`config.mk`:
```
export PLATFORM = sky130hd
export DESIGN_NAME = ext_bus_seq
export DESIGN_NICKNAME = d
export VERILOG_FILES = /design/src/rtl/ebs_pkg.sv /design/src/rtl/ebs_reset_filter.sv /design/src/rtl/ebs_phase_gen.sv /design/src/rtl/ebs_strobe_decode.sv /design/src/rtl/ext_bus_seq.sv
export SDC_FILE = /design/constraint.sdc
export NUM_CORES = 1
export LEC_CHECK = 0
export ABC_AREA = 0
export ABC_CLOCK_PERIOD_IN_PS = 2650
export BUFFER_PORTS_ARGS = -buffer_cell sky130_fd_sc_hd__buf_2
export CORE_ASPECT_RATIO = 1.5
export CORE_MARGIN = 2
export CORE_UTILIZATION = 35
export DETAILED_ROUTE_END_ITERATION = 8
export GPL_ROUTABILITY_DRIVEN = 0
export GPL_TIMING_DRIVEN = 0
export SLEW_MARGIN = 30
export SYNTH_ARGS = -nofsm -noshare
export SYNTH_HDL_FRONTEND = slang
export SYNTH_SLANG_ARGS = --single-unit
```
`constraint.sdc`:
```
create_clock -name clk_i -period 2.65 [get_ports clk_i]
set_clock_uncertainty 0.05 [all_clocks]
set_input_delay 0.1325 -clock clk_i [delete_from_list [all_inputs] [get_ports clk_i]]
set_output_delay 0.1325 -clock clk_i [all_outputs]
set_load 0.005 [all_outputs]
```
`src/rtl/ebs_pkg.sv`:
```
package ebs_pkg;
  typedef enum logic [1:0] {
    K_NONE = 2'b00,
    K_CODE = 2'b01,
    K_RD   = 2'b10,
    K_WR   = 2'b11
  } kind_e;
endpackage

```
`src/rtl/ebs_reset_filter.sv`:
```
module ebs_reset_filter #(
  parameter int HOLD = 24,
  localparam int CW = $clog2(HOLD + 1)
) (
  input  logic clk_i,
  input  logic rst_ni,
  input  logic pin_i,
  output logic active_o
);
  logic [CW-1:0] cnt_q;

  always_ff @(posedge clk_i or negedge rst_ni) begin
    if (!rst_ni)                    cnt_q <= '0;
    else if (!pin_i)                cnt_q <= '0;
    else if (cnt_q != CW'(HOLD))    cnt_q <= cnt_q + 1'b1;
  end

  assign active_o = (cnt_q == CW'(HOLD));

  // recognised reset needs the pin high on the previous edge
  assert_filter_pin_R10: assert property (@(posedge clk_i) disable iff (!rst_ni)
    active_o |-> $past(pin_i));
endmodule

```
`src/rtl/ebs_phase_gen.sv`:
```
module ebs_phase_gen #(
  parameter int HALF_LEN = 6,
  localparam int CYC_LEN = 2 * HALF_LEN,
  localparam int PW = $clog2(CYC_LEN)
) (
  input  logic          clk_i,
  input  logic          rst_ni,
  input  logic          clr_i,
  output logic [PW-1:0] phase_o,
  output logic [PW-1:0] lphase_o,
  output logic          half_o,
  output logic          last_o
);
  logic [PW-1:0] q;

  always_ff @(posedge clk_i or negedge rst_ni) begin
    if (!rst_ni)                               q <= '0;
    else if (clr_i || q == PW'(CYC_LEN - 1))   q <= '0;
    else                                       q <= q + 1'b1;
  end

  assign phase_o  = q;
  assign half_o   = (q >= PW'(HALF_LEN));
  assign lphase_o = half_o ? q - PW'(HALF_LEN) : q;
  assign last_o   = (q == PW'(CYC_LEN - 1));

  assert_phase_clr_R11: assert property (@(posedge clk_i) disable iff (!rst_ni)
    clr_i |=> phase_o == '0);
  assert_phase_range_R9: assert property (@(posedge clk_i) disable iff (!rst_ni)
    phase_o < PW'(CYC_LEN));
endmodule

```
`src/rtl/ebs_strobe_decode.sv`:
```
module ebs_strobe_decode
  import ebs_pkg::*;
#(
  parameter int HALF_LEN = 6,
  localparam int CYC_LEN = 2 * HALF_LEN,
  localparam int PW = $clog2(CYC_LEN),
  localparam int ADDR_LEN = 2,
  localparam int PSEN_FIRST = 2,
  localparam int PSEN_LAST = HALF_LEN - 2,
  localparam int STB_FIRST = 3,
  localparam int STB_LAST = CYC_LEN - 2
) (
  input  logic [PW-1:0] phase_i,
  input  logic [PW-1:0] lphase_i,
  input  kind_e         kind_i,
  input  logic          ale_dis_i,
  input  logic          hold_i,
  output logic          ale_o,
  output logic          psen_n_o,
  output logic          rd_n_o,
  output logic          wr_n_o,
  output logic          addr_sel_o,
  output logic          data_sel_o,
  output logic          cap_o
);
  logic code, rd, wr, dat, stb_win;

  always_comb begin
    code    = (kind_i == K_CODE);
    rd      = (kind_i == K_RD);
    wr      = (kind_i == K_WR);
    dat     = rd | wr;
    stb_win = (phase_i >= PW'(STB_FIRST)) && (phase_i <= PW'(STB_LAST));
    ale_o      = 1'b0;
    psen_n_o   = 1'b1;
    rd_n_o     = 1'b1;
    wr_n_o     = 1'b1;
    addr_sel_o = 1'b0;
    data_sel_o = 1'b0;
    cap_o      = 1'b0;
    if (!hold_i) begin
      // data cycles keep only the first latch pulse, even when gated
      ale_o      = dat ? (phase_i == '0) : (!ale_dis_i && lphase_i == '0);
      psen_n_o   = !(code && lphase_i >= PW'(PSEN_FIRST) && lphase_i <= PW'(PSEN_LAST));
      rd_n_o     = !(rd && stb_win);
      wr_n_o     = !(wr && stb_win);
      addr_sel_o = code ? (lphase_i < PW'(ADDR_LEN)) : (dat && phase_i < PW'(ADDR_LEN));
      data_sel_o = wr && (phase_i >= PW'(ADDR_LEN));
      cap_o      = code ? (lphase_i == PW'(PSEN_LAST)) : (rd && phase_i == PW'(STB_LAST));
    end
  end
endmodule

```
`src/rtl/ext_bus_seq.sv`:
```
module ext_bus_seq
  import ebs_pkg::*;
#(
  parameter int HALF_LEN = 6,
  parameter int RST_CYCLES = 2,
  parameter int AW = 16,
  parameter int DW = 8,
  localparam int CYC_LEN = 2 * HALF_LEN,
  localparam int PW = $clog2(CYC_LEN),
  localparam int HW = AW - DW
) (
  input  logic          clk_i,
  input  logic          rst_ni,
  input  logic          ext_rst_i,
  input  logic          ale_dis_i,
  input  logic [1:0]    kind_i,
  input  logic          wide_i,
  input  logic [AW-1:0] addr_i,
  input  logic [DW-1:0] wdata_i,
  input  logic [HW-1:0] p2_reg_i,
  input  logic [DW-1:0] p0_i,
  output logic          ale_o,
  output logic          psen_n_o,
  output logic          rd_n_o,
  output logic          wr_n_o,
  output logic [DW-1:0] p0_o,
  output logic          p0_oe_o,
  output logic [HW-1:0] p2_o,
  output logic [DW-1:0] rdata_o,
  output logic          rvalid_o,
  output logic          req_take_o
);
  logic          rst_act;
  logic [PW-1:0] phase, lphase;
  logic          half, last;
  kind_e         kind_q, kind_eff;
  logic          wide_q;
  logic [AW-1:0] addr_q, fetch_addr;
  logic [DW-1:0] wdata_q;
  logic          addr_sel, data_sel, cap;

  ebs_reset_filter #(.HOLD(RST_CYCLES * CYC_LEN)) u_rst (
    .clk_i(clk_i), .rst_ni(rst_ni), .pin_i(ext_rst_i), .active_o(rst_act)
  );

  ebs_phase_gen #(.HALF_LEN(HALF_LEN)) u_phase (
    .clk_i(clk_i), .rst_ni(rst_ni), .clr_i(rst_act),
    .phase_o(phase), .lphase_o(lphase), .half_o(half), .last_o(last)
  );

  assign req_take_o = last && !rst_act;

  always_ff @(posedge clk_i or negedge rst_ni) begin
    if (!rst_ni) begin
      kind_q  <= K_NONE;
      wide_q  <= 1'b0;
      addr_q  <= '0;
      wdata_q <= '0;
    end else if (rst_act) begin
      kind_q  <= K_NONE;
    end else if (last) begin
      kind_q  <= kind_e'(kind_i);
      wide_q  <= wide_i;
      addr_q  <= addr_i;
      wdata_q <= wdata_i;
    end
  end

  assign kind_eff = rst_act ? K_NONE : kind_q;

  ebs_strobe_decode #(.HALF_LEN(HALF_LEN)) u_dec (
    .phase_i(phase), .lphase_i(lphase), .kind_i(kind_eff), .ale_dis_i(ale_dis_i),
    .hold_i(rst_act), .ale_o(ale_o), .psen_n_o(psen_n_o), .rd_n_o(rd_n_o),
    .wr_n_o(wr_n_o), .addr_sel_o(addr_sel), .data_sel_o(data_sel), .cap_o(cap)
  );

  // second fetch half reads the next byte
  assign fetch_addr = addr_q + AW'(half);

  always_comb begin
    p0_o = '0;
    if (addr_sel)      p0_o = (kind_eff == K_CODE) ? fetch_addr[DW-1:0] : addr_q[DW-1:0];
    else if (data_sel) p0_o = wdata_q;
    p0_oe_o = addr_sel | data_sel;
    if (kind_eff == K_CODE)               p2_o = fetch_addr[AW-1:DW];
    else if (kind_eff[1] && wide_q)       p2_o = addr_q[AW-1:DW];
    else                                  p2_o = p2_reg_i;
  end

  always_ff @(posedge clk_i or negedge rst_ni) begin
    if (!rst_ni) begin
      rvalid_o <= 1'b0;
      rdata_o  <= '0;
    end else begin
      rvalid_o <= cap;
      if (cap) rdata_o <= p0_i;
    end
  end

  assert_rd_wr_excl_R5: assert property (@(posedge clk_i) disable iff (!rst_ni)
    !(!rd_n_o && !wr_n_o));
  assert_stb_not_ale_R5: assert property (@(posedge clk_i) disable iff (!rst_ni)
    (!rd_n_o || !wr_n_o) |-> !ale_o);
  assert_stb_after_ale_R5: assert property (@(posedge clk_i) disable iff (!rst_ni)
    ($fell(rd_n_o) || $fell(wr_n_o)) |-> $past(!ale_o));
  assert_ale_single_R1: assert property (@(posedge clk_i) disable iff (!rst_ni)
    ale_o |=> !ale_o);
  assert_rvalid_src_R7: assert property (@(posedge clk_i) disable iff (!rst_ni)
    rvalid_o |-> $past(!rd_n_o || !psen_n_o));
  assert_rst_quiet_R10: assert property (@(posedge clk_i) disable iff (!rst_ni)
    rst_act |-> (!ale_o && psen_n_o && rd_n_o && wr_n_o && !p0_oe_o && !req_take_o));
endmodule

```
==> results by group, run 1 <==
STA
  – Post-layout min period: 2.55 ns
  – Max-slew violations: 0
  – Least-Margin Pin Slew: 0.569 ns
  – Max frequency: 392 MHz
  – Tcrit/Tclk final: 0.962
  – Relative slew slack: 0.621
  – Unrepaired setup endpoints after global routing: yes
  – Worst-case setup margin in the final layout: 0.101 ns
  – Final count of negative-setup-slack endpoints: 0
  – Hold Fails Final Rpt: 0
  – Fin Setup TNS: 0 ns

Drt
  – Vias after detailed routing: 2303
  – Vias per cell: 5.05
  – Number of remaining DRC errors: 0
  – Routed wirelength normalized by instance count: 13.8 um
  – Routed wire length: 6.27 mm
  – Total iterations of the first detailed-routing run: 4
  – 1st-iter DRT viols: 83
  – Residual antenna-violating net count after detailed routing: 0

Worst setup path
  – Arrival time at the worst endpoint: 2.37 ns
  – Largest fanout of any net on the critical path: 9
  – Required time worst endpoint: 2.47 ns
  – Critical path capture point type: output pin
  – Type of element launching the critical path: register
  – Critical setup path kind: register to output pin

GRT
  – Number of global-route vias before repair: 2307
  – Number of antenna violations at the first check in global routing: 0
  – GR Util All Layers: 0.160
  – Global-route wire length before repair: 10.2 mm
  – Congestion Overflow GR: 0
  – Largest net degree at the start of global routing: 46

Place
  – Cell area after placement: 0.00312 sq mm
  – Number of placed cells counting well taps: 438
  – Port-buffer cells: 77
  – Setup slack after placement: 0.151 ns
  – Placed wire-length estimate: 4.61 mm

Die
  – Number of placed I/O pins: 78
  – Horiz. Die Dim: 74.5 um
  – Starting density of the core: 0.361
  – Core footprint: 0.00723 sq mm
  – Y dimension of the die: 110 um
  – Number of placement rows: 38
  – Area enclosed by the die boundary: 0.00818 sq mm

Final layout
  – Most common library cell in the layout ignoring fill and taps: sky130_fd_sc_hd__buf_2
  – Post-layout nets: 411
  – Layout Cells excl Fill: 456
  – Highest-count cells in the layout ignoring fill and taps: sky130_fd_sc_hd__buf_2 (79), sky130_fd_sc_hd__dfrtp_1 (44), sky130_fd_sc_hd__mux2_2 (32)
  – Final core utilization: 0.466
  – Antenna diode count: 0
  – Share of cells above drive strength 1: 0.416
  – Layout Area Growth over Synthesis: 28.9%
  – Cell area after layout: 0.00337 sq mm

Pwr
  – Power density over the cells: 446 mW/mm^2
  – Worst IR Drop VDD: 391 uV
  – Leakage Power: 1.52 nW

Logic synthesis
  – Main flop type after synthesis: sky130_fd_sc_hd__dfrtp_1
  – Portion of synthesized cell area occupied by the leading cell type: 0.431
  – Synthesized instance count: 261
  – Post-synthesis async set-or-reset flop share: 1.00
  – Number of synthesized flops with an enable pin: 0
  – Total number of yosys warnings: 0
  – Sequential share of the synthesized area: 0.431
  – Netlist Area Pre-Place: 0.00261 sq mm
  – Synth top area cells: sky130_fd_sc_hd__dfrtp_1 (43%), sky130_fd_sc_hd__mux2_2 (14%), sky130_fd_sc_hd__ha_1 (4.3%), sky130_fd_sc_hd__nand2_1 (4.0%), sky130_fd_sc_hd__nor2_1 (3.7%)
  – Largest area contributor in the synthesized netlist: sky130_fd_sc_hd__dfrtp_1
  – Average size of a mapped cell: 10.0 sq um
  – Total of flip-flops plus latches after synthesis: 45
  – Synthesized Nets: 317
  – Number of different library cells in the post-synthesis netlist: 41

Hold path
  – Worst min-delay path category: input pin to register

Clock tree
  – Total clock sinks: 45
  – Buffer type at the clock tree root: sky130_fd_sc_hd__clkbuf_8
  – Insertion delay to the later sink of the worst-skew pair: 0.30 ns
  – Worst-path clk slew: 0.09 ns
  – Longest Clk Path Bufs: 2
  – H-Tree Depth: 2
  – CTS tree: built
  – Total CTS buffers: 5

Run status
  – Run status: complete, no violations

Run
  – Max Cap Violations: 0
## sequential cells by signal (all words and copies together), names as in the netlist
name,count
addr_q,16
rdata_o,8
wdata_q,8
u_rst.cnt_q,5
u_phase.phase_o,4
kind_q,2
rvalid_o,1
wide_q,1
## layout make-up
| cell class | instances | area (sq um) |
|---|---|---|
| plain buffers | 10 | 62.6 |
| clock buffers | 6 | 72.6 |
| clock inverters | 2 | 38.8 |
| fillers | 734 | 3860 |
| inverters | 6 | 22.5 |
| multi-input cells | 200 | 1450 |
| flip-flops and latches | 45 | 1130 |
| well taps | 100 | 125 |
| repair buffers | 87 | 470 |
## repair_timing
action | CTS | global route
pin swaps | 2 | 2
endpoints found under the setup margin | 10 | 16
gates cloned | 0 | 0
hold endpoints to repair | 47 | 0
hold buffers | 3 | 0
resized for setup | 6 | 14
setup buffers | 5 | 2
## cell families (layout without fill, tap and decap cells)
| logic type | count (synthesis) | in the layout | synth area share |
|---|---|---|---|
| XOR/XNOR | 13 | 13 | 0.0436 |
| buffers and inverters | 16 | 111 | 0.0302 |
| multiplexers | 36 | 36 | 0.153 |
| flip-flops | 45 | 45 | 0.431 |
| AND/OR/NAND/NOR | 98 | 98 | 0.196 |
| adder cells (fa/ha/maj) | 9 | 9 | 0.0431 |
| AO/OA/AOI/OAI | 44 | 44 | 0.103 |
## stage by stage
step	hold slack [ns]	total power, mW
floorplan	-0.213	0.867
global placement	0.313	0.973
detailed placement	0.122	0.977
CTS	0.00306	1.51
global route	0.00260	1.57
finish	0.00426	1.50
## routing by layer
layer / global-route usage / up-vias / wire [um]
met2: 0.282 / 77 / 3220
met1: 0.188 / 1095 / 2570
met5: 0 / - / 0
met3: 0.0257 / 10 / 333
li1: - / 1121 / -
met4: 0.0689 / 0 / 148
## cell usage after synthesis, types with 2 or more instances
cell type	number
sky130_fd_sc_hd__dfrtp_1	45
sky130_fd_sc_hd__mux2_2	32
sky130_fd_sc_hd__nand2_1	28
sky130_fd_sc_hd__nor2_1	26
sky130_fd_sc_hd__o21ai_0	17
sky130_fd_sc_hd__a21oi_1	14
sky130_fd_sc_hd__nand3_1	10
sky130_fd_sc_hd__ha_1	9
sky130_fd_sc_hd__xnor2_1	7
sky130_fd_sc_hd__xor2_1	6
sky130_fd_sc_hd__and3_1	5
sky130_fd_sc_hd__inv_1	5
sky130_fd_sc_hd__nand4_1	5
sky130_fd_sc_hd__clkbuf_1	4
sky130_fd_sc_hd__mux2i_1	4
sky130_fd_sc_hd__nor3_1	4
sky130_fd_sc_hd__a211oi_1	3
sky130_fd_sc_hd__and2_1	3
sky130_fd_sc_hd__buf_2	3
sky130_fd_sc_hd__nand3b_1	3
sky130_fd_sc_hd__a311oi_1	2
sky130_fd_sc_hd__and4_1	2
sky130_fd_sc_hd__buf_4	2
sky130_fd_sc_hd__nand2b_1	2
sky130_fd_sc_hd__nor4_1	2
sky130_fd_sc_hd__nor4b_1	2
sky130_fd_sc_hd__o22ai_1	2
## critical path: stages (launching register included)
cell                      delay, ns
sky130_fd_sc_hd__dfrtp_1       0.39
sky130_fd_sc_hd__inv_1         0.07
sky130_fd_sc_hd__ha_1          0.21
sky130_fd_sc_hd__and4b_1       0.21
sky130_fd_sc_hd__buf_6         0.15
sky130_fd_sc_hd__nor3b_4       0.28
sky130_fd_sc_hd__buf_4         0.18
sky130_fd_sc_hd__nand4_1       0.11
sky130_fd_sc_hd__xor2_1        0.16
sky130_fd_sc_hd__o21ai_0       0.17
sky130_fd_sc_hd__buf_2         0.14
## where the power goes
group / switching, mW / total, mW / internal (mW) / leakage [nW]
logic: 0.0968 / 0.212 / 0.115 / 0.920
registers: 0.0332 / 0.761 / 0.728 / 0.540
clock network: 0.244 / 0.527 / 0.283 / 0.0554
## final timing paths
check,from,endpoint,slack [ns],cells after the start
worst max-delay path,u_rst.cnt_q[0]$_DFFE_PN0P_,p0_o[4],0.10,10
worst min-delay path,addr_i[8],addr_q[8]$_DFFE_PN0P_,0.004,3
worst max register to register,u_phase.phase_o[1]$_DFF_PN0_,rdata_o[3]$_DFFE_PN0P_,0.36,6
worst min register to register,rdata_o[6]$_DFFE_PN0P_,rdata_o[6]$_DFFE_PN0P_,0.45,1
max in group asynchronous,rst_ni,u_phase.phase_o[1]$_DFF_PN0_,1.82,2
min in group asynchronous,rst_ni,kind_q[1]$_DFFE_PN0N_,0.31,2
Note: power is estimated with default switching activity, not from simulation.
==> run 2: changes to the inputs <==
--- a/config.mk
+++ b/config.mk
@@ -11,9 +11,10 @@
 export CORE_ASPECT_RATIO = 1.5
 export CORE_MARGIN = 2
 export CORE_UTILIZATION = 35
+export CTS_CLUSTER_DIAMETER = 150
 export DETAILED_ROUTE_END_ITERATION = 8
 export GPL_ROUTABILITY_DRIVEN = 0
-export GPL_TIMING_DRIVEN = 0
+export GPL_TIMING_DRIVEN = 1
 export SLEW_MARGIN = 30
 export SYNTH_ARGS = -nofsm -noshare
 export SYNTH_HDL_FRONTEND = slang
==> run 2 against run 1 <==
- the flow now finishes with violations (hold timing)
- utilization shrank 0.26 points
- die area is the same
- clock power grew 0.9%
- largest cell class unchanged
- cell count shrank 1.1%
- fmax grew 2.6%
- sequential power grew 0.8%
- critical path depth is the same
- flip-flop and latch count is the same
==> results by group, run 2 (synthesis gave the netlist of run 1 again) <==
Worst setup path
  – Required time worst endpoint: 2.47 ns (about the same)
  – Type of element launching the critical path: register (unchanged)
  – Critical path capture point type: output pin (unchanged)
  – Crit. Startpoint: u_phase.phase_o[1]$_DFF_PN0_ (was u_rst.cnt_q[0]$_DFFE_PN0P_)
  – Critical setup path kind: register to output pin (unchanged)
  – Arrival time at the worst endpoint: 2.30 ns (was 2.37 ns)
  – Largest fanout of any net on the critical path: 7 (was 9)
  – Startpoint of the worst register-to-register path: u_rst.cnt_q[0]$_DFFE_PN0P_ (was u_phase.phase_o[1]$_DFF_PN0_)

Clock tree
  – CTS tree: built (unchanged)
  – H-Tree Depth: 2 (unchanged)
  – Worst-path clk slew: 0.09 ns (about the same)
  – Total clock sinks: 45 (unchanged)
  – Total CTS buffers: 5 (unchanged)
  – Insertion delay to the later sink of the worst-skew pair: 0.29 ns (was 0.30 ns)
  – Longest Clk Path Bufs: 2 (unchanged)
  – Buffer type at the clock tree root: sky130_fd_sc_hd__clkbuf_8 (unchanged)

Drt
  – Routed wirelength normalized by instance count: 14.1 um (was 13.8 um)
  – Total iterations of the first detailed-routing run: 6 (was 4)
  – 1st-iter DRT viols: 68 (was 83)
  – Vias per cell: 5.06 (was 5.05)
  – Met2 wirelength from detailed routing: 3.32 mm (was 3.22 mm)
  – Routed wire length: 6.36 mm (was 6.27 mm)
  – Top layer used by detailed routing: met4 (unchanged)
  – Number of remaining DRC errors: 0 (unchanged)
  – Routed length on met1: 2.54 mm (was 2.57 mm)
  – Residual antenna-violating net count after detailed routing: 0 (unchanged)
  – Detailed-routed wire length on met3: 379 um (was 333 um)
  – Vias after detailed routing: 2281 (was 2303)

Die
  – Y dimension of the die: 110 um (unchanged)
  – Horiz. Die Dim: 74.5 um (unchanged)
  – Number of placed I/O pins: 78 (unchanged)
  – Number of placement rows: 38 (unchanged)
  – Core footprint: 0.00723 sq mm (unchanged)
  – Starting density of the core: 0.361 (unchanged)
  – Area enclosed by the die boundary: 0.00818 sq mm (unchanged)

Pwr
  – Cell-internal power: 1.15 mW (was 1.13 mW)
  – Power density over the cells: 449 mW/mm^2 (was 446 mW/mm^2)
  – Leakage Power: 1.50 nW (was 1.52 nW)
  – Switching power: 0.355 mW (was 0.374 mW)
  – Worst IR Drop VDD: 415 uV (was 391 uV)
  – Share of total power consumed by net switching: 0.236 (was 0.249)
  – Power share of the clock group: 0.353 (was 0.351)
  – Tot Pwr: 1.50 mW (about the same)
  – Combinational share of power: 0.137 (was 0.141)
  – Relative contribution of sequential cells to total power: 0.510 (was 0.508)

Final layout
  – Largest reg by FF count: addr_q (unchanged)
  – Post-layout nets: 406 (was 411)
  – Highest-count cells in the layout ignoring fill and taps: sky130_fd_sc_hd__buf_2 (76), sky130_fd_sc_hd__dfrtp_1 (44), sky130_fd_sc_hd__mux2_2 (32) (was sky130_fd_sc_hd__buf_2 (79), sky130_fd_sc_hd__dfrtp_1 (44), sky130_fd_sc_hd__mux2_2 (32))
  – Antenna diode count: 0 (unchanged)
  – Largest registers: addr_q: 16 flops, rdata_o: 8 flops, wdata_q: 8 flops (unchanged)
  – Layout Cells excl Fill: 451 (was 456)
  – Layout Area Growth over Synthesis: 28.2% (was 28.9%)
  – Number of fill cells in the layout: 734 (unchanged)
  – Cell area after layout: 0.00335 sq mm (was 0.00337 sq mm)
  – Share of cells above drive strength 1: 0.405 (was 0.416)
  – Number of flip-flops under the largest register name: 16 (unchanged)
  – Most common library cell in the layout ignoring fill and taps: sky130_fd_sc_hd__buf_2 (unchanged)

GRT
  – Largest net degree at the start of global routing: 46 (unchanged)
  – Number of global-route vias before repair: 2170 (was 2307)
  – Congestion Overflow GR: 0 (unchanged)
  – Global-route wire length before repair: 9.96 mm (was 10.2 mm)
  – Number of antenna violations at the first check in global routing: 0 (unchanged)
  – GR Util All Layers: 0.158 (was 0.160)

STA
  – Worst hold margin: -0.00155 ns (was 0.00426 ns)
  – Post-layout min period: 2.48 ns (was 2.55 ns)
  – Max frequency: 403 MHz (was 392 MHz)
  – Relative slew slack: 0.618 (was 0.621)
  – Max-slew violations: 0 (unchanged)
  – Final count of negative-setup-slack endpoints: 0 (unchanged)
  – Unrepaired setup endpoints after global routing: no (was yes)
  – Least-Margin Pin Slew: 0.573 ns (was 0.569 ns)
  – Tcrit/Tclk final: 0.937 (was 0.962)
  – Fin Setup TNS: 0 ns (unchanged)
  – Hold Fails Final Rpt: 1 (was 0)

Run status
  – Violated checks: hold timing
  – Run status: finished with violations (was complete, no violations)

Place
  – Cell area after placement: 0.00313 sq mm (was 0.00312 sq mm)
  – Number of placed cells counting well taps: 436 (was 438)
  – Port-buffer cells: 77 (unchanged)
  – Placed wire-length estimate: 4.75 mm (was 4.61 mm)

Hold path
  – Worst min-delay path category: input pin to register (unchanged)
  – Min-delay src: addr_i[8] (unchanged)

Run
  – Max Cap Violations: 0 (unchanged)
-- run 2: cell count changes in the layout (fill, tap and decap cells not counted), sizes merged --
cell	previous run	this run
buf	91	89
clkbuf	9	7
clkinv	1	0
-- run 2: critical path: stages, from the launching register on --
cell and delay, ns:
sky130_fd_sc_hd__dfrtp_1 0.41, sky130_fd_sc_hd__ha_4 0.19, sky130_fd_sc_hd__nand2b_1 0.10, sky130_fd_sc_hd__nand2_1 0.08
sky130_fd_sc_hd__ha_2 0.20, sky130_fd_sc_hd__nand4_1 0.23, sky130_fd_sc_hd__buf_4 0.22, sky130_fd_sc_hd__o21ai_0 0.14
sky130_fd_sc_hd__a21oi_1 0.10, sky130_fd_sc_hd__nor3_1 0.19, sky130_fd_sc_hd__buf_2 0.14
-- run 2: power by group through the flow --
| stage | combinational (mW) | sequential [mW] | clock [mW] |
|---|---|---|---|
| final | 0.206 | 0.767 | 0.532 |
| after global routing | 0.230 | 0.774 | 0.576 |
| after CTS | 0.201 | 0.767 | 0.546 |
| after detailed placement | 0.199 | 0.780 | 0 |
| after global placement | 0.195 | 0.778 | 0 |
| after floorplan | 0.0972 | 0.770 | 0 |
-- run 2: cell type report --
class                   instances  area [sq um]  area share
clock buffers                   7          86.3      0.0258
repair buffers                 92           512       0.153
multi-input cells             200          1450       0.432
flip-flops and latches         45          1130       0.337
clock inverters                 1          30.0     0.00897
inverters                       6          22.5     0.00673
well taps                     100           125      0.0374
-- run 2: stage by stage --
stage | util | hold slack (ns) | worst slack, ns
5_1_grt | 0.463 | 0.00262 | 0.00546
6_report | 0.463 | -0.00155 | 0.167
3_5_place_dp | 0.433 | 0.124 | 0.333
4_1_cts | 0.450 | 0.00324 | 0.000700
3_3_place_gp | 0.432 | 0.308 | 0.421
2_1_floorplan | - | -0.213 | 0.618
-- run 2: final timing paths --
check,end,cells past startpoint,slack (ns)
min in group asynchronous,addr_q[15]$_DFFE_PN0P_,2,0.33
setup reg to reg,rdata_o[4]$_DFFE_PN0P_,9,0.46
max in group asynchronous,u_phase.phase_o[0]$_DFF_PN0_,2,1.81
hold reg to reg,wdata_q[4]$_DFFE_PN0P_,1,0.46
hold / removal,addr_q[8]$_DFFE_PN0P_,3,-0.002
setup / recovery,p2_o[5],10,0.17
-- run 2: repair_timing --
item	4_1_cts	5_1_grt
gates resized for setup	0	12
hold buffers	1	2
hold endpoints to repair	45	2
endpoints found under the setup margin	0	10
setup buffers	0	4
-- run 2: metal layers --
| layer | vias to the layer above | GRT usage |
|---|---|---|
| met5 | - | 0 |
| met4 | 0 | 0.0625 |
| met3 | 9 | 0.0422 |
| met2 | 72 | 0.280 |
| met1 | 1086 | 0.176 |
| li1 | 1114 | - |
==> run 3: changes to the inputs <==
--- a/config.mk
+++ b/config.mk
@@ -9,12 +9,12 @@
 export ABC_CLOCK_PERIOD_IN_PS = 2650
 export BUFFER_PORTS_ARGS = -buffer_cell sky130_fd_sc_hd__buf_2
 export CORE_ASPECT_RATIO = 1.5
-export CORE_MARGIN = 2
 export CORE_UTILIZATION = 35
 export CTS_CLUSTER_DIAMETER = 150
 export DETAILED_ROUTE_END_ITERATION = 8
 export GPL_ROUTABILITY_DRIVEN = 0
-export GPL_TIMING_DRIVEN = 1
+export GPL_TIMING_DRIVEN = 0
+export MAX_ROUTING_LAYER = met4
 export SLEW_MARGIN = 30
 export SYNTH_ARGS = -nofsm -noshare
 export SYNTH_HDL_FRONTEND = slang
==> run 3 against run 2 <==
- the run now ends clean
- register-to-register slack worse by 0.09 ns
- non-clock buffer count rose by 9
- cell area rose by 1.5%
- via count up 0.88%
- critical path type unchanged
==> results by group, run 3 (synthesis gave the netlist of run 1 again) <==
Run status
  – Run status: complete, no violations (was finished with violations)

Die
  – Starting density of the core: 0.361 (unchanged)
  – Horiz. Die Dim: 72.5 um (was 74.5 um)
  – Core footprint: 0.00723 sq mm (unchanged)
  – Area enclosed by the die boundary: 0.00782 sq mm (was 0.00818 sq mm)
  – Number of placement rows: 38 (unchanged)
  – Y dimension of the die: 108 um (was 110 um)
  – Number of placed I/O pins: 78 (unchanged)

Worst setup path
  – Slowest cell delay on critical path: 0.40 ns (was 0.41 ns)
  – Slowest library cell on the worst path: sky130_fd_sc_hd__dfrtp_1 (unchanged)
  – Crit Reg-Reg Endpoint: wdata_q[5]$_DFFE_PN0P_ (was rdata_o[4]$_DFFE_PN0P_)
  – Critical setup path kind: register to output pin (unchanged)
  – Arrival time at the worst endpoint: 2.35 ns (was 2.30 ns)
  – Setup crit end: p0_o[3] (was p2_o[5])
  – Startpoint of the worst register-to-register path: u_phase.phase_o[1]$_DFF_PN0_ (was u_rst.cnt_q[0]$_DFFE_PN0P_)
  – Depth of the worst register-to-register path: 5 (was 9)
  – Register-to-register setup slack: 0.37 ns (was 0.46 ns)
  – Largest fanout of any net on the critical path: 9 (was 7)
  – Cell-by-cell listing of the critical path: inv_1, ha_2, and4b_1, buf_6, nor3b_4, buf_4, nand4_1, xor2_1, o21ai_0, buf_2 (was ha_4, nand2b_1, nand2_1, ha_2, nand4_1, buf_4, o21ai_0, a21oi_1, nor3_1, buf_2)
  – Crit. Startpoint: u_rst.cnt_q[1]$_DFFE_PN0P_ (was u_phase.phase_o[1]$_DFF_PN0_)
  – Cell depth of the worst setup path: 10 (unchanged)
  – Number of buffers and inverters on the critical path: 4 (was 2)
  – Required time worst endpoint: 2.47 ns (about the same)
  – Type of element launching the critical path: register (unchanged)
  – Top Family by Delay on Critical Path: buffers and inverters (was simple AND/OR/NAND/NOR gates)
  – Critical path capture point type: output pin (unchanged)

Clock tree
  – H-Tree Depth: 2 (unchanged)
  – CTS tree: built (unchanged)
  – Total CTS buffers: 5 (unchanged)
  – Buffer type at the clock tree root: sky130_fd_sc_hd__clkbuf_8 (unchanged)
  – Insertion delay to the later sink of the worst-skew pair: 0.30 ns (was 0.29 ns)
  – Total clock sinks: 45 (unchanged)
  – Worst-path clk slew: 0.08 ns (was 0.09 ns)
  – Longest Clk Path Bufs: 2 (unchanged)

Final layout
  – Most common library cell in the layout ignoring fill and taps: sky130_fd_sc_hd__buf_2 (unchanged)
  – Largest reg by FF count: addr_q (unchanged)
  – Layout Area Growth over Synthesis: 30.1% (was 28.2%)
  – Number of flip-flops under the largest register name: 16 (unchanged)
  – Largest registers: addr_q: 16 flops, rdata_o: 8 flops, wdata_q: 8 flops (unchanged)
  – Number of fill cells in the layout: 727 (was 734)
  – Antenna diode count: 0 (unchanged)
  – Cell area after layout: 0.00340 sq mm (was 0.00335 sq mm)
  – Final core utilization: 0.470 (was 0.463)
  – Share of cells above drive strength 1: 0.423 (was 0.405)
  – Post-layout nets: 415 (was 406)
  – Highest-count cells in the layout ignoring fill and taps: sky130_fd_sc_hd__buf_2 (79), sky130_fd_sc_hd__dfrtp_1 (44), sky130_fd_sc_hd__mux2_2 (32) (was sky130_fd_sc_hd__buf_2 (76), sky130_fd_sc_hd__dfrtp_1 (44), sky130_fd_sc_hd__mux2_2 (32))

STA
  – Fin Setup TNS: 0 ns (unchanged)
  – Relative slew slack: 0.611 (was 0.618)
  – Final count of negative-setup-slack endpoints: 0 (unchanged)
  – Unrepaired setup endpoints after global routing: no (unchanged)
  – Least-Margin Pin Slew: 0.583 ns (was 0.573 ns)
  – Post-layout min period: 2.54 ns (was 2.48 ns)
  – Hold Fails Final Rpt: 0 (was 1)
  – Tcrit/Tclk final: 0.957 (was 0.937)
  – Max frequency: 394 MHz (was 403 MHz)
  – Max-slew violations: 0 (unchanged)

GRT
  – Number of antenna violations at the first check in global routing: 0 (unchanged)
  – Number of global-route vias before repair: 2256 (was 2170)
  – Congestion Overflow GR: 0 (unchanged)
  – Global-route wire length before repair: 10.2 mm (was 9.96 mm)
  – GR Util All Layers: 0.170 (was 0.158)
  – Largest net degree at the start of global routing: 46 (unchanged)

Drt
  – Residual antenna-violating net count after detailed routing: 0 (unchanged)
  – 1st-iter DRT viols: 53 (was 68)
  – Routed wire length: 6.17 mm (was 6.36 mm)
  – Total iterations of the first detailed-routing run: 4 (was 6)
  – Vias after detailed routing: 2301 (was 2281)
  – Routed wirelength normalized by instance count: 13.4 um (was 14.1 um)
  – Vias per cell: 5.01 (was 5.06)
  – Number of remaining DRC errors: 0 (unchanged)

Pwr
  – Worst IR Drop VDD: 335 uV (was 415 uV)
  – Leakage Power: 1.53 nW (was 1.50 nW)
  – Power density over the cells: 417 mW/mm^2 (was 449 mW/mm^2)

Hold path
  – Worst min-delay path category: input pin to register (unchanged)

Place
  – Cell area after placement: 0.00312 sq mm (was 0.00313 sq mm)
  – Placed wire-length estimate: 4.53 mm (was 4.75 mm)
  – Port-buffer cells: 77 (unchanged)

Run
  – Max Cap Violations: 0 (unchanged)
-- run 3: cell types whose count changed in the layout (fill, tap and decap cells not counted), sizes merged --
cell	delta
clkinvlp	+1
clkbuf	+3
buf	+4
dlygate4sd3	+1
bufinv	-1
-- run 3: cell type report --
| class | count | area (sq um) | area share |
|---|---|---|---|
| inverters | 6 | 22.5 | 0.00663 |
| plain buffers | 10 | 62.6 | 0.0184 |
| clock buffers | 6 | 82.6 | 0.0243 |
| flip-flops and latches | 45 | 1130 | 0.332 |
| clock inverters | 1 | 7.51 | 0.00221 |
| multi-input cells | 200 | 1470 | 0.432 |
| well taps | 100 | 125 | 0.0368 |
| repair buffers | 91 | 503 | 0.148 |
-- run 3: worst min path at each step --
stage               depth (start not counted)  startpoint                     end
global route                                2   addr_i[2]   addr_q[2]$_DFFE_PN0P_
finish                                      2   addr_i[2]   addr_q[2]$_DFFE_PN0P_
detailed placement                          1      rst_ni   addr_q[9]$_DFFE_PN0P_
global placement                            3   addr_i[8]   addr_q[8]$_DFFE_PN0P_
CTS                                         2     p0_i[4]  rdata_o[4]$_DFFE_PN0P_
floorplan                                   0      rst_ni   addr_q[0]$_DFFE_PN0P_
-- run 3: power breakdown --
part           total [mW]  leakage [nW]  internal [mW]  switching (mW)
combinational       0.217         0.944          0.119          0.0981
sequential          0.761         0.540          0.728          0.0329
clock               0.440        0.0433          0.206           0.233
-- run 3: metrics by stage --
stage	power (mW)	setup WS, ns	hold WS, ns	instances
4_1_cts	1.43	0.0122	0.000308	454
3_5_place_dp	0.976	0.181	0.128	438
6_report	1.42	0.113	0.00665	459
3_3_place_gp	0.972	0.169	0.304	438
2_1_floorplan	0.867	0.618	-0.213	261
5_1_grt	1.49	0.00447	0.000519	459
-- run 3: timing repair --
| item | in CTS | in global routing |
|---|---|---|
| endpoints found under the hold margin | 48 | 0 |
| gates resized for setup | 5 | 16 |
| buffers inserted | 5 | 5 |
| pin swaps | 2 | 3 |
| cloned | 0 | 0 |
| hold buffers | 4 | 0 |
| setup endpoints to repair | 11 | 17 |
-- run 3: routing by layer --
| metal | global-route usage | vias up | part of all wire |
|---|---|---|---|
| li1 | - | 1128 | - |
| met1 | 0.193 | 1091 | 0.41 |
| met2 | 0.296 | 71 | 0.52 |
| met3 | 0.0290 | 11 | 0.046 |
| met4 | 0.0616 | 0 | 0.020 |
| met5 | - | - | 0 |
